===== config.mk =====
export PLATFORM = sky130hd
export DESIGN_NAME = rsp_ring_dma
export DESIGN_NICKNAME = d
export VERILOG_FILES = /design/src/rtl/rsp_ring_pkg.sv /design/src/rtl/rsp_ring_regs.sv /design/src/rtl/rsp_ring_engine.sv /design/src/rtl/rsp_ring_events.sv /design/src/rtl/rsp_ring_dma.sv
export SDC_FILE = /design/constraint.sdc
export NUM_CORES = 1
export LEC_CHECK = 0
export ABC_AREA = 0
export BUFFER_PORTS_ARGS = -buffer_cell sky130_fd_sc_hd__buf_2
export CAP_MARGIN = 30
export CORE_MARGIN = 4
export CORE_UTILIZATION = 54
export DETAILED_ROUTE_END_ITERATION = 10
export MAX_ROUTING_LAYER = met4
export PLACE_DENSITY_LB_ADDON = 0.3
export SYNTH_ARGS = -nofsm -noshare
export SYNTH_HDL_FRONTEND = slang
export SYNTH_SLANG_ARGS = --single-unit

===== constraint.sdc =====
create_clock -name clk -period 3.8 [get_ports clk]
set_clock_uncertainty 0.2 [all_clocks]
set_input_delay 0.76 -clock clk [delete_from_list [all_inputs] [get_ports clk]]
set_output_delay 0.76 -clock clk [all_outputs]
set_load 0.02 [all_outputs]

===== src/rtl/rsp_ring_pkg.sv =====
package rsp_ring_pkg;

    localparam int PTR_W  = 8;
    localparam int ADDR_W = 64;
    localparam int CNT_W  = PTR_W + 1;

    localparam logic [1:0] WORD_BASE_LO = 2'd0;
    localparam logic [1:0] WORD_BASE_HI = 2'd1;
    localparam logic [1:0] WORD_PTR     = 2'd2;
    localparam logic [1:0] WORD_CSR     = 2'd3;

    typedef enum logic [1:0] {
        ENG_STOPPED = 2'd0,
        ENG_ARMED   = 2'd1,
        ENG_STORING = 2'd2
    } eng_state_e;

    function automatic logic [PTR_W-1:0] slot_mask(input logic [1:0] sel);
        unique case (sel)
            2'b00:   slot_mask = PTR_W'(1);
            2'b01:   slot_mask = PTR_W'(15);
            default: slot_mask = {PTR_W{1'b1}};
        endcase
    endfunction

endpackage


===== src/rtl/rsp_ring_regs.sv =====
module rsp_ring_regs
    import rsp_ring_pkg::*;
#(
    parameter logic [2:0] SIZE_CAP = 3'b111
) (
    input  logic                   clk,
    input  logic                   rst_n,
    input  logic                   reg_we,
    input  logic [1:0]             reg_addr,
    input  logic [3:0]             reg_be,
    input  logic [31:0]            reg_wdata,
    output logic [31:0]            reg_rdata,
    input  logic                   eng_running,
    input  logic [PTR_W-1:0]       wp,
    input  logic                   cnt_flag,
    input  logic                   ovf_flag,
    output logic [ADDR_W-1:0]      base_addr,
    output logic                   run_req,
    output logic                   irq_en,
    output logic [7:0]             thresh,
    output logic [1:0]             size_sel,
    output logic                   ptr_rst,
    output logic                   evt_ack,
    output logic                   ovf_clr
);

    logic [31:7] base_lo_q;
    logic [31:0] base_hi_q;
    logic        hit_lo, hit_hi, hit_ptr, hit_csr;

    assign hit_lo  = reg_we && (reg_addr == WORD_BASE_LO);
    assign hit_hi  = reg_we && (reg_addr == WORD_BASE_HI);
    assign hit_ptr = reg_we && (reg_addr == WORD_PTR);
    assign hit_csr = reg_we && (reg_addr == WORD_CSR);

    assign ptr_rst = hit_ptr && reg_be[1] && reg_wdata[15];
    assign evt_ack = hit_csr && reg_be[1] && reg_wdata[8];
    assign ovf_clr = hit_csr && reg_be[1] && reg_wdata[10];

    always_ff @(posedge clk or negedge rst_n) begin
        if (!rst_n) begin
            base_lo_q <= '0;
            base_hi_q <= '0;
            thresh    <= '0;
            run_req   <= 1'b0;
            irq_en    <= 1'b0;
            size_sel  <= 2'b00;
        end else begin
            if (hit_lo) begin
                if (reg_be[0]) base_lo_q[7]     <= reg_wdata[7];
                if (reg_be[1]) base_lo_q[15:8]  <= reg_wdata[15:8];
                if (reg_be[2]) base_lo_q[23:16] <= reg_wdata[23:16];
                if (reg_be[3]) base_lo_q[31:24] <= reg_wdata[31:24];
            end
            if (hit_hi) begin
                for (int b = 0; b < 4; b++) begin
                    if (reg_be[b]) base_hi_q[b*8 +: 8] <= reg_wdata[b*8 +: 8];
                end
            end
            if (hit_ptr && reg_be[2]) thresh <= reg_wdata[23:16];
            if (hit_csr && reg_be[0]) begin
                irq_en  <= reg_wdata[0];
                run_req <= reg_wdata[1];
            end
            if (hit_csr && reg_be[2]) size_sel <= reg_wdata[17:16];
        end
    end

    assign base_addr = {base_hi_q, base_lo_q, 7'b0};

    always_comb begin
        reg_rdata = '0;
        unique case (reg_addr)
            WORD_BASE_LO: reg_rdata = {base_lo_q, 7'b0};
            WORD_BASE_HI: reg_rdata = base_hi_q;
            WORD_PTR:     reg_rdata = {8'h00, thresh, 8'h00, wp};
            WORD_CSR:     reg_rdata = {8'h00, 1'b0, SIZE_CAP, 2'b00, size_sel,
                                       5'b0, ovf_flag, 1'b0, cnt_flag,
                                       6'b0, eng_running, irq_en};
            default:      reg_rdata = '0;
        endcase
    end

    // the low address bits of the base never reach the address output
    a_r7_base_aligned: assert property (@(posedge clk) disable iff (!rst_n)
        base_addr[6:0] == 7'b0);

endmodule


===== src/rtl/rsp_ring_engine.sv =====
module rsp_ring_engine
    import rsp_ring_pkg::*;
#(
    parameter int DATA_W = 64
) (
    input  logic               clk,
    input  logic               rst_n,
    input  logic               run_req,
    input  logic               ptr_rst,
    input  logic [ADDR_W-1:0]  base_addr,
    input  logic [1:0]         size_sel,
    input  logic               rsp_valid,
    output logic               rsp_ready,
    input  logic [DATA_W-1:0]  rsp_data,
    output logic               mem_wvalid,
    input  logic               mem_wready,
    output logic [ADDR_W-1:0]  mem_waddr,
    output logic [DATA_W-1:0]  mem_wdata,
    output logic [PTR_W-1:0]   wp,
    output logic               eng_running,
    output logic               commit
);

    localparam int STEP_SH = $clog2(DATA_W / 8);

    eng_state_e          state_q, state_d;
    logic [PTR_W-1:0]    wp_q, slot_q, slot_nxt;
    logic [ADDR_W-1:0]   addr_q;
    logic [DATA_W-1:0]   data_q;
    logic                accept;

    assign slot_nxt = (wp_q + PTR_W'(1)) & slot_mask(size_sel);

    always_ff @(posedge clk or negedge rst_n) begin
        if (!rst_n) state_q <= ENG_STOPPED;
        else        state_q <= state_d;
    end

    always_comb begin
        state_d = state_q;
        unique case (state_q)
            ENG_STOPPED: if (run_req) state_d = ENG_ARMED;
            ENG_ARMED: begin
                if (!run_req)       state_d = ENG_STOPPED;
                else if (rsp_valid) state_d = ENG_STORING;
            end
            ENG_STORING: begin
                if (mem_wready) state_d = run_req ? ENG_ARMED : ENG_STOPPED;
            end
            default: state_d = ENG_STOPPED;
        endcase
    end

    always_comb begin
        rsp_ready   = (state_q == ENG_ARMED) && run_req;
        mem_wvalid  = (state_q == ENG_STORING);
        eng_running = (state_q != ENG_STOPPED);
        accept      = rsp_ready && rsp_valid;
        commit      = mem_wvalid && mem_wready;
    end

    always_ff @(posedge clk or negedge rst_n) begin
        if (!rst_n) begin
            wp_q   <= '0;
            slot_q <= '0;
            addr_q <= '0;
            data_q <= '0;
        end else begin
            if (accept) begin
                slot_q <= slot_nxt;
                addr_q <= base_addr + ({{(ADDR_W-PTR_W){1'b0}}, slot_nxt} << STEP_SH);
                data_q <= rsp_data;
            end
            if (ptr_rst)     wp_q <= '0;
            else if (commit) wp_q <= slot_q;
        end
    end

    assign wp        = wp_q;
    assign mem_waddr = addr_q;
    assign mem_wdata = data_q;

    a_r2_ready_gated: assert property (@(posedge clk) disable iff (!rst_n)
        rsp_ready |-> (run_req && !mem_wvalid));

    a_r3_hold_request: assert property (@(posedge clk) disable iff (!rst_n)
        (mem_wvalid && !mem_wready) |=> (mem_wvalid && $stable(mem_waddr) && $stable(mem_wdata)));

    a_r3_entry_aligned: assert property (@(posedge clk) disable iff (!rst_n)
        mem_wvalid |-> (mem_waddr[STEP_SH-1:0] == '0));

    a_r4_ptr_quiet: assert property (@(posedge clk) disable iff (!rst_n)
        (!commit && !ptr_rst) |=> $stable(wp));

    a_r8_run_stop_waits: assert property (@(posedge clk) disable iff (!rst_n)
        (mem_wvalid && !mem_wready) |=> eng_running);

endmodule


===== src/rtl/rsp_ring_events.sv =====
module rsp_ring_events
    import rsp_ring_pkg::*;
(
    input  logic        clk,
    input  logic        rst_n,
    input  logic        commit,
    input  logic        evt_ack,
    input  logic        ovf_clr,
    input  logic        ptr_rst,
    input  logic [7:0]  thresh,
    input  logic [1:0]  size_sel,
    output logic        cnt_flag,
    output logic        ovf_flag
);

    localparam logic [CNT_W-1:0] CNT_MAX = CNT_W'(1 << PTR_W);

    logic [CNT_W-1:0] cnt_q, cnt_base, cnt_inc, limit, entries;
    logic             hit_set, ovf_set;

    assign cnt_base = (evt_ack || ptr_rst) ? '0 : cnt_q;
    assign cnt_inc  = (cnt_base == CNT_MAX) ? cnt_base : cnt_base + CNT_W'(1);
    assign limit    = (thresh == 8'd0) ? CNT_MAX : {1'b0, thresh};
    assign entries  = {1'b0, slot_mask(size_sel)} + CNT_W'(1);
    assign hit_set  = commit && ((cnt_base + CNT_W'(1)) == limit);
    assign ovf_set  = commit && (cnt_base >= entries);

    always_ff @(posedge clk or negedge rst_n) begin
        if (!rst_n) begin
            cnt_q    <= '0;
            cnt_flag <= 1'b0;
            ovf_flag <= 1'b0;
        end else begin
            cnt_q    <= commit ? cnt_inc : cnt_base;
            cnt_flag <= hit_set || (cnt_flag && !evt_ack);
            ovf_flag <= ovf_set || (ovf_flag && !ovf_clr);
        end
    end

    a_r9_flag_sticky: assert property (@(posedge clk) disable iff (!rst_n)
        (cnt_flag && !evt_ack) |=> cnt_flag);

    a_r10_ack_clears: assert property (@(posedge clk) disable iff (!rst_n)
        (evt_ack && !commit) |=> !cnt_flag);

    a_r11_ovf_sticky: assert property (@(posedge clk) disable iff (!rst_n)
        (ovf_flag && !ovf_clr) |=> ovf_flag);

    a_r11_ovf_needs_store: assert property (@(posedge clk) disable iff (!rst_n)
        $rose(ovf_flag) |-> $past(commit));

endmodule


===== src/rtl/rsp_ring_dma.sv =====
module rsp_ring_dma
    import rsp_ring_pkg::*;
#(
    parameter int         DATA_W   = 64,
    parameter logic [2:0] SIZE_CAP = 3'b111
) (
    input  logic               clk,
    input  logic               rst_n,
    input  logic               reg_we,
    input  logic [1:0]         reg_addr,
    input  logic [3:0]         reg_be,
    input  logic [31:0]        reg_wdata,
    output logic [31:0]        reg_rdata,
    input  logic               rsp_valid,
    output logic               rsp_ready,
    input  logic [DATA_W-1:0]  rsp_data,
    output logic               mem_wvalid,
    input  logic               mem_wready,
    output logic [ADDR_W-1:0]  mem_waddr,
    output logic [DATA_W-1:0]  mem_wdata,
    output logic               irq
);

    logic [ADDR_W-1:0] base_addr;
    logic [PTR_W-1:0]  wp;
    logic [7:0]        thresh;
    logic [1:0]        size_sel;
    logic              run_req, irq_en, ptr_rst, evt_ack, ovf_clr;
    logic              eng_running, commit, cnt_flag, ovf_flag;

    rsp_ring_regs #(.SIZE_CAP(SIZE_CAP)) u_regs (
        .clk(clk), .rst_n(rst_n),
        .reg_we(reg_we), .reg_addr(reg_addr), .reg_be(reg_be),
        .reg_wdata(reg_wdata), .reg_rdata(reg_rdata),
        .eng_running(eng_running), .wp(wp),
        .cnt_flag(cnt_flag), .ovf_flag(ovf_flag),
        .base_addr(base_addr), .run_req(run_req), .irq_en(irq_en),
        .thresh(thresh), .size_sel(size_sel),
        .ptr_rst(ptr_rst), .evt_ack(evt_ack), .ovf_clr(ovf_clr)
    );

    rsp_ring_engine #(.DATA_W(DATA_W)) u_engine (
        .clk(clk), .rst_n(rst_n),
        .run_req(run_req), .ptr_rst(ptr_rst),
        .base_addr(base_addr), .size_sel(size_sel),
        .rsp_valid(rsp_valid), .rsp_ready(rsp_ready), .rsp_data(rsp_data),
        .mem_wvalid(mem_wvalid), .mem_wready(mem_wready),
        .mem_waddr(mem_waddr), .mem_wdata(mem_wdata),
        .wp(wp), .eng_running(eng_running), .commit(commit)
    );

    rsp_ring_events u_events (
        .clk(clk), .rst_n(rst_n),
        .commit(commit), .evt_ack(evt_ack), .ovf_clr(ovf_clr),
        .ptr_rst(ptr_rst), .thresh(thresh), .size_sel(size_sel),
        .cnt_flag(cnt_flag), .ovf_flag(ovf_flag)
    );

    assign irq = cnt_flag && irq_en;

    a_r9_irq_gated: assert property (@(posedge clk) disable iff (!rst_n)
        irq |-> cnt_flag);

endmodule


Word level (Yosys, flattened, before mapping)
Cells that the tools add are included.
{ "op_classes": {"add_sub_neg": 4, "n_lt_le_gt_ge": 1, "bitwise_logic": 1, "mul": 0, "n_reduce_logical": 40, "div_mod_pow": 0, "n_mux": 14, "shifts": 0, "n_eq_ne": 11} }
{ "op_table": {"columns": ["operator", "n"], "rows": [
  ["$pmux 32 s4", 1],
  ["$add 64x11->64", 1],
  ["$mux 9", 4],
  ["$logic_and 1x1->1", 20],
  ["$mux 8", 2],
  ["$pmux 8 s2", 1],
  ["$reduce_and 2->1", 8],
  ["$add 8x1->9 const B", 1],
  ["$add 9x1->9 const B", 1],
  ["$eq 9x9->1", 1],
  ["$eq 9x9->1 const B", 1],
  ["$ge 9x9->1", 1],
  ["$add 8x1->8 const B", 1],
  ["$and 8x8->8", 1],
  ["$logic_not 8->1", 1],
  ["$mux 2", 4],
  ["$eq 2x1->1 const B", 3],
  ["$eq 2x2->1 const B", 3],
  ["$logic_not 2->1", 3],
  ["$pmux 2 s3", 1],
  ["$reduce_bool 2->1", 2],
  ["$logic_or 1x1->1", 3],
  ["$ne 3x3->1 const B", 1],
  ["$reduce_and 3->1", 1],
  ["other kinds (4)", 5]
]} }
{ "totals": {"ram_bits": 0, "mem_count": 0, "romBits": 0, "register_bits": 226, "inputBits": 107, "latchBits": 0, "word_cells": 91, "out_inout_bits": 163} }

Longest topological paths before layout
{ "logic_depth": {"ltp_word": 10, "depth_mapped": 14} }

Cells and area by module
A second synthesis with hierarchy kept.
{ "hier_totals": {"cells_unflattened": 1164, "hier_area_um2": 11516.0} }
{ "modules_own_cells": {"columns": ["mod", "cells_per_inst", "instances", "area_each_um2", "seq_area_each_um2"], "rows": [
  ["rsp_ring_engine", 812, 1, 7171.9, 3653.5],
  ["rsp_ring_regs", 238, 1, 3352.0, 1726.7],
  ["rsp_ring_events", 113, 1, 985.9, 275.3],
  ["rsp_ring_dma", 1, 1, 6.3, 0.0]
]} }

Worst setup path after synthesis
Ideal clock, no wire load.
{ "synth_timing": {"path_kind": "input to output", "start": "input reg_addr[1]", "end": "output reg_rdata[18]", "cell_stages": 5, "t_required_ns": 2.840, "n_path_buf": 3, "path_slack_ns": 0.620, "arrival_ns": 2.220, "path_cell_list": "clkbuf_1 buf_1 clkbuf_1 mux2i_1 o22ai_1"} }
{ "synth_between": {"elab_chain_len": 2, "elab_cells_between_ends": 5, "cone_classes": "eq/ne (3); mux (1); reduce/logical (1)"} }
{ "synth_lines": {"columns": ["item", "line_no", "rtl"], "rows": [
  ["start: declaration", "rsp_ring_dma.sv:10", "input logic [1:0] reg_addr,"],
  ["$eq 2x2->1 (tied with other cells)", "rsp_ring_regs.sv:73", "unique case (reg_addr)"],
  ["$pmux 32 s4 *", "rsp_ring_regs.sv:73", null],
  ["end: declaration", "rsp_ring_dma.sv:13", "output logic [31:0] reg_rdata,"]
]} }
Every way passes the cells marked *; elsewhere a longest branch is shown, timed or not.

Worst setup path in the final report
{ "layout_timing": {"start": "register u_engine.wp_q[0], in the netlist u_engine.wp[0]", "end": "register u_engine.addr_q[43], in the netlist u_engine.mem_waddr[43]"} }
{ "layout_between": {"elab_chain_len": 3} }
{ "layout_lines": {"columns": ["item", "line_no", "rtl"], "rows": [
  ["start: declaration", "rsp_ring_engine.sv:27", "logic [PTR_W-1:0] wp_q, slot_q, slot_nxt;"],
  ["start signal: assignment", "rsp_ring_engine.sv:75", "else if (commit) wp_q <= slot_q;"],
  ["$add 8x1->8", "rsp_ring_engine.sv:32", "assign slot_nxt = (wp_q + PTR_W'(1)) & slot_mask(size_sel);"],
  ["$and 8x8->8", "rsp_ring_engine.sv:32", null],
  ["net u_engine.slot_nxt[4]", "rsp_ring_engine.sv:27", null],
  ["$add 64x11->64", "rsp_ring_engine.sv:71", "addr_q <= base_addr + ({{(ADDR_W-PTR_W){1'b0}}, slot_nxt} << STEP_SH);"],
  ["end signal: assignment", "rsp_ring_engine.sv:71", null],
  ["end: declaration", "rsp_ring_engine.sv:28", "logic [ADDR_W-1:0] addr_q;"]
]} }
The timed path passes the listed nets, and every way through them passes these cells.
A chain may end at the register's enable or synchronous reset.

==> reports/qor.csv <==
metric,value,unit
ctsLongestPathBuffers,3,
r2r-start,u_engine.wp[0],
cap_violations,0,
setup_ws,513,ps
fp.dieH,150,um
regToRegSetupSlack,510,ps
crit_type,reg2reg,
fmax,304,MHz
io_buffer_count,266,
ys_seq_area_share,50.5,%
drt-initial-drc-count,525,
cts_made_buffers,24,
clk_pin_slew,60,ps
syn_to_final_growth,21.6,%
wirelength,29.5,mm
wl_per_cell,19.4,um
dr.pass1.iters,5,
grtUsageTotal,26.7,%
final_max_slew_viol_count,0,
dieArea,22400,um2
synth_seq_cells,219,
ys_warn_count,0,
grt_max_degree,83,
tightest_slew,921,ps
worstPathMaxFanout,8,
ir_drop,0.000520,V
overflow,0,
reg2reg_depth,13,
tns,0,ps
ioPinCount,270,
pwr_density_cell,705,nW/um2
cts_resized,0,
nNetsFinal,1355,
hpwl,21.4,mm
seqCellArea,5480,um2
core.rowCount,51,
root_buffer,clkbuf_16,
post_cts_buffers,0,
cts_tree,built,
ys_top_cells_by_count,"dfrtp_1, mux2_2, nand2_1",
dpl_worst_slack,544,ps
dp.cells,1476,
antenna_found_initial,2,
viasPerCell,5.66,
stdcell_count,1519,
first_global_vias,8575,
cp.arrival,3480,ps
synth_top_cell_by_area,dfrtp_1,
htree_levels,1,
synth_ff_type,dfrtp_1,
remaining_drc_errors,0,
start_util,55.3,%
postSynthAreaPerCell,10.9,um2
postSynthCellCount,993,
cp-end-kind,flip-flop,
cts_hold_buf,0,
crit_path_start_kind,flip-flop,
synth_area_leaders,"dfrtp_1, mux2_2, xnor2_1, nand2_1, o21ai_0",
setup_viol,0,
vias,8597,
rsz0062_at_grt,no,
hold_violations,0,
outcome,"finished, final reports clean",
fillers,1578,
drive_gt1_share,37.7,%
fin_crit,3290,ps
relSlewSlack,38.4,%
ys_types,57,
syn_area,10800,um2
hold_path_class,in2async,
grt_pass1_wl,46.3,mm
leakage,6.21,nW
post-route-period-util,86.5,%
r2r_end,u_engine.mem_waddr[43],
core,19600,um2
cts_sinks,219,
synthArstFlopShare,100,%
clk-insertion-delay-late,520,ps
place.gp.congestion,0.904,
synth-edff-count,0,
yosys.area.top_type_share,50.5,%
ant_nets,0,
yosysMostFrequentCell,dfrtp_1,
cp.required,4000,ps
multi_input_area,5050,um2
die_w,150,um
state kept, by name, summed over array words and instances, names as in the netlist, 8 cells and up:
name	count
u_events.cnt_q	9
u_regs.base_hi_q	32
u_engine.wp	8
u_regs.thresh	8
u_engine.mem_waddr	57
u_engine.slot_q	8
u_engine.mem_wdata	64
u_regs.base_lo_q	25
logic make-up after synthesis:
| group | after synthesis | share of synthesized area, % |
|---|---|---|
| multiplexers | 166 | 17.2 |
| AO/OA/AOI/OAI | 123 | 6.69 |
| other | 2 | 0.0693 |
| AND/OR/NAND/NOR | 317 | 15.1 |
| XOR/XNOR | 74 | 5.98 |
| adder cells (fa/ha/maj) | 11 | 1.34 |
| buffers and inverters | 81 | 3.12 |
| flip-flops | 219 | 50.5 |
how the worst max path moves through the flow:
| stage | from | end |
|---|---|---|
| finish | u_engine.wp[0] | u_engine.mem_waddr[43] |
| global route | u_engine.wp[0] | u_engine.mem_waddr[43] |
| CTS | u_engine.wp[1] | u_engine.mem_waddr[43] |
| detailed placement | u_engine.wp[0] | u_engine.mem_waddr[43] |
| global placement | u_engine.wp[0] | u_engine.mem_waddr[43] |
| floorplan | reg_addr[1] | reg_rdata[18] |
critical path: stages, from the launching register on:
cell and delay (ps):
dfrtp_1 410, ha_1 230, nand3_1 100, xor2_1 150
nor2_1 130, ha_1 190, inv_1 60, fa_1 410
nor2b_1 130, o21a_1 160, o211ai_1 340, nor4_1 410
xnor2_1 160, o21ai_0 90
where the power goes:
part / leakage, nW / internal [W] / switching, W
combinational: 3.11 / 0.00128 / 0.00190
sequential: 2.72 / 0.00317 / 0.000663
clock: 0.376 / 0.00136 / 0.000937
total: 6.21 / 0.00580 / 0.00350
cells in the final DEF, fill, tap and decap left out, types with 23 or more instances in the layout:
cell type	Yosys	final
nand2_1	128	127
clkbuf_16	0	24
dfrtp_1	219	219
o21ai_0	62	62
mux2i_1	23	23
xnor2_1	57	57
mux2_2	141	141
nand3_1	28	28
buf_2	0	265
nor4_1	24	24
nor2_1	47	47
routing by layer:
metal / up-vias / wire length, um / share of wire (%) / global-route usage (%)
li1: 3950 / - / - / -
met1: 4267 / 12500 / 42 / 35.6
met2: 336 / 14400 / 49 / 43.9
met3: 44 / 2050 / 6.9 / 4.00
met4: 0 / 552 / 1.9 / 5.86
met5: - / 0 / 0 / -
through the flow:
step	hold slack (ps)	total power (W)	cell area, um2	utilization (%)
after floorplan	249	0.00577	10900	-
after global placement	257	0.00695	12400	63.4
after detailed placement	265	0.00705	12400	63.4
after CTS	57.1	0.00936	13200	67.3
after global routing	92.8	0.00982	13200	67.3
final	42.7	0.00930	13200	67.3
final cells by class:
type	instances	area share (%)
flip-flops and latches	219	41.6
multi-input cells	696	38.3
repair buffers	280	11.4
clock buffers	34	5.07
well taps	265	2.51
clock inverters	7	0.731
inverters	16	0.456
diodes	2	0.0380
Power figures use the tool's default switching activity.
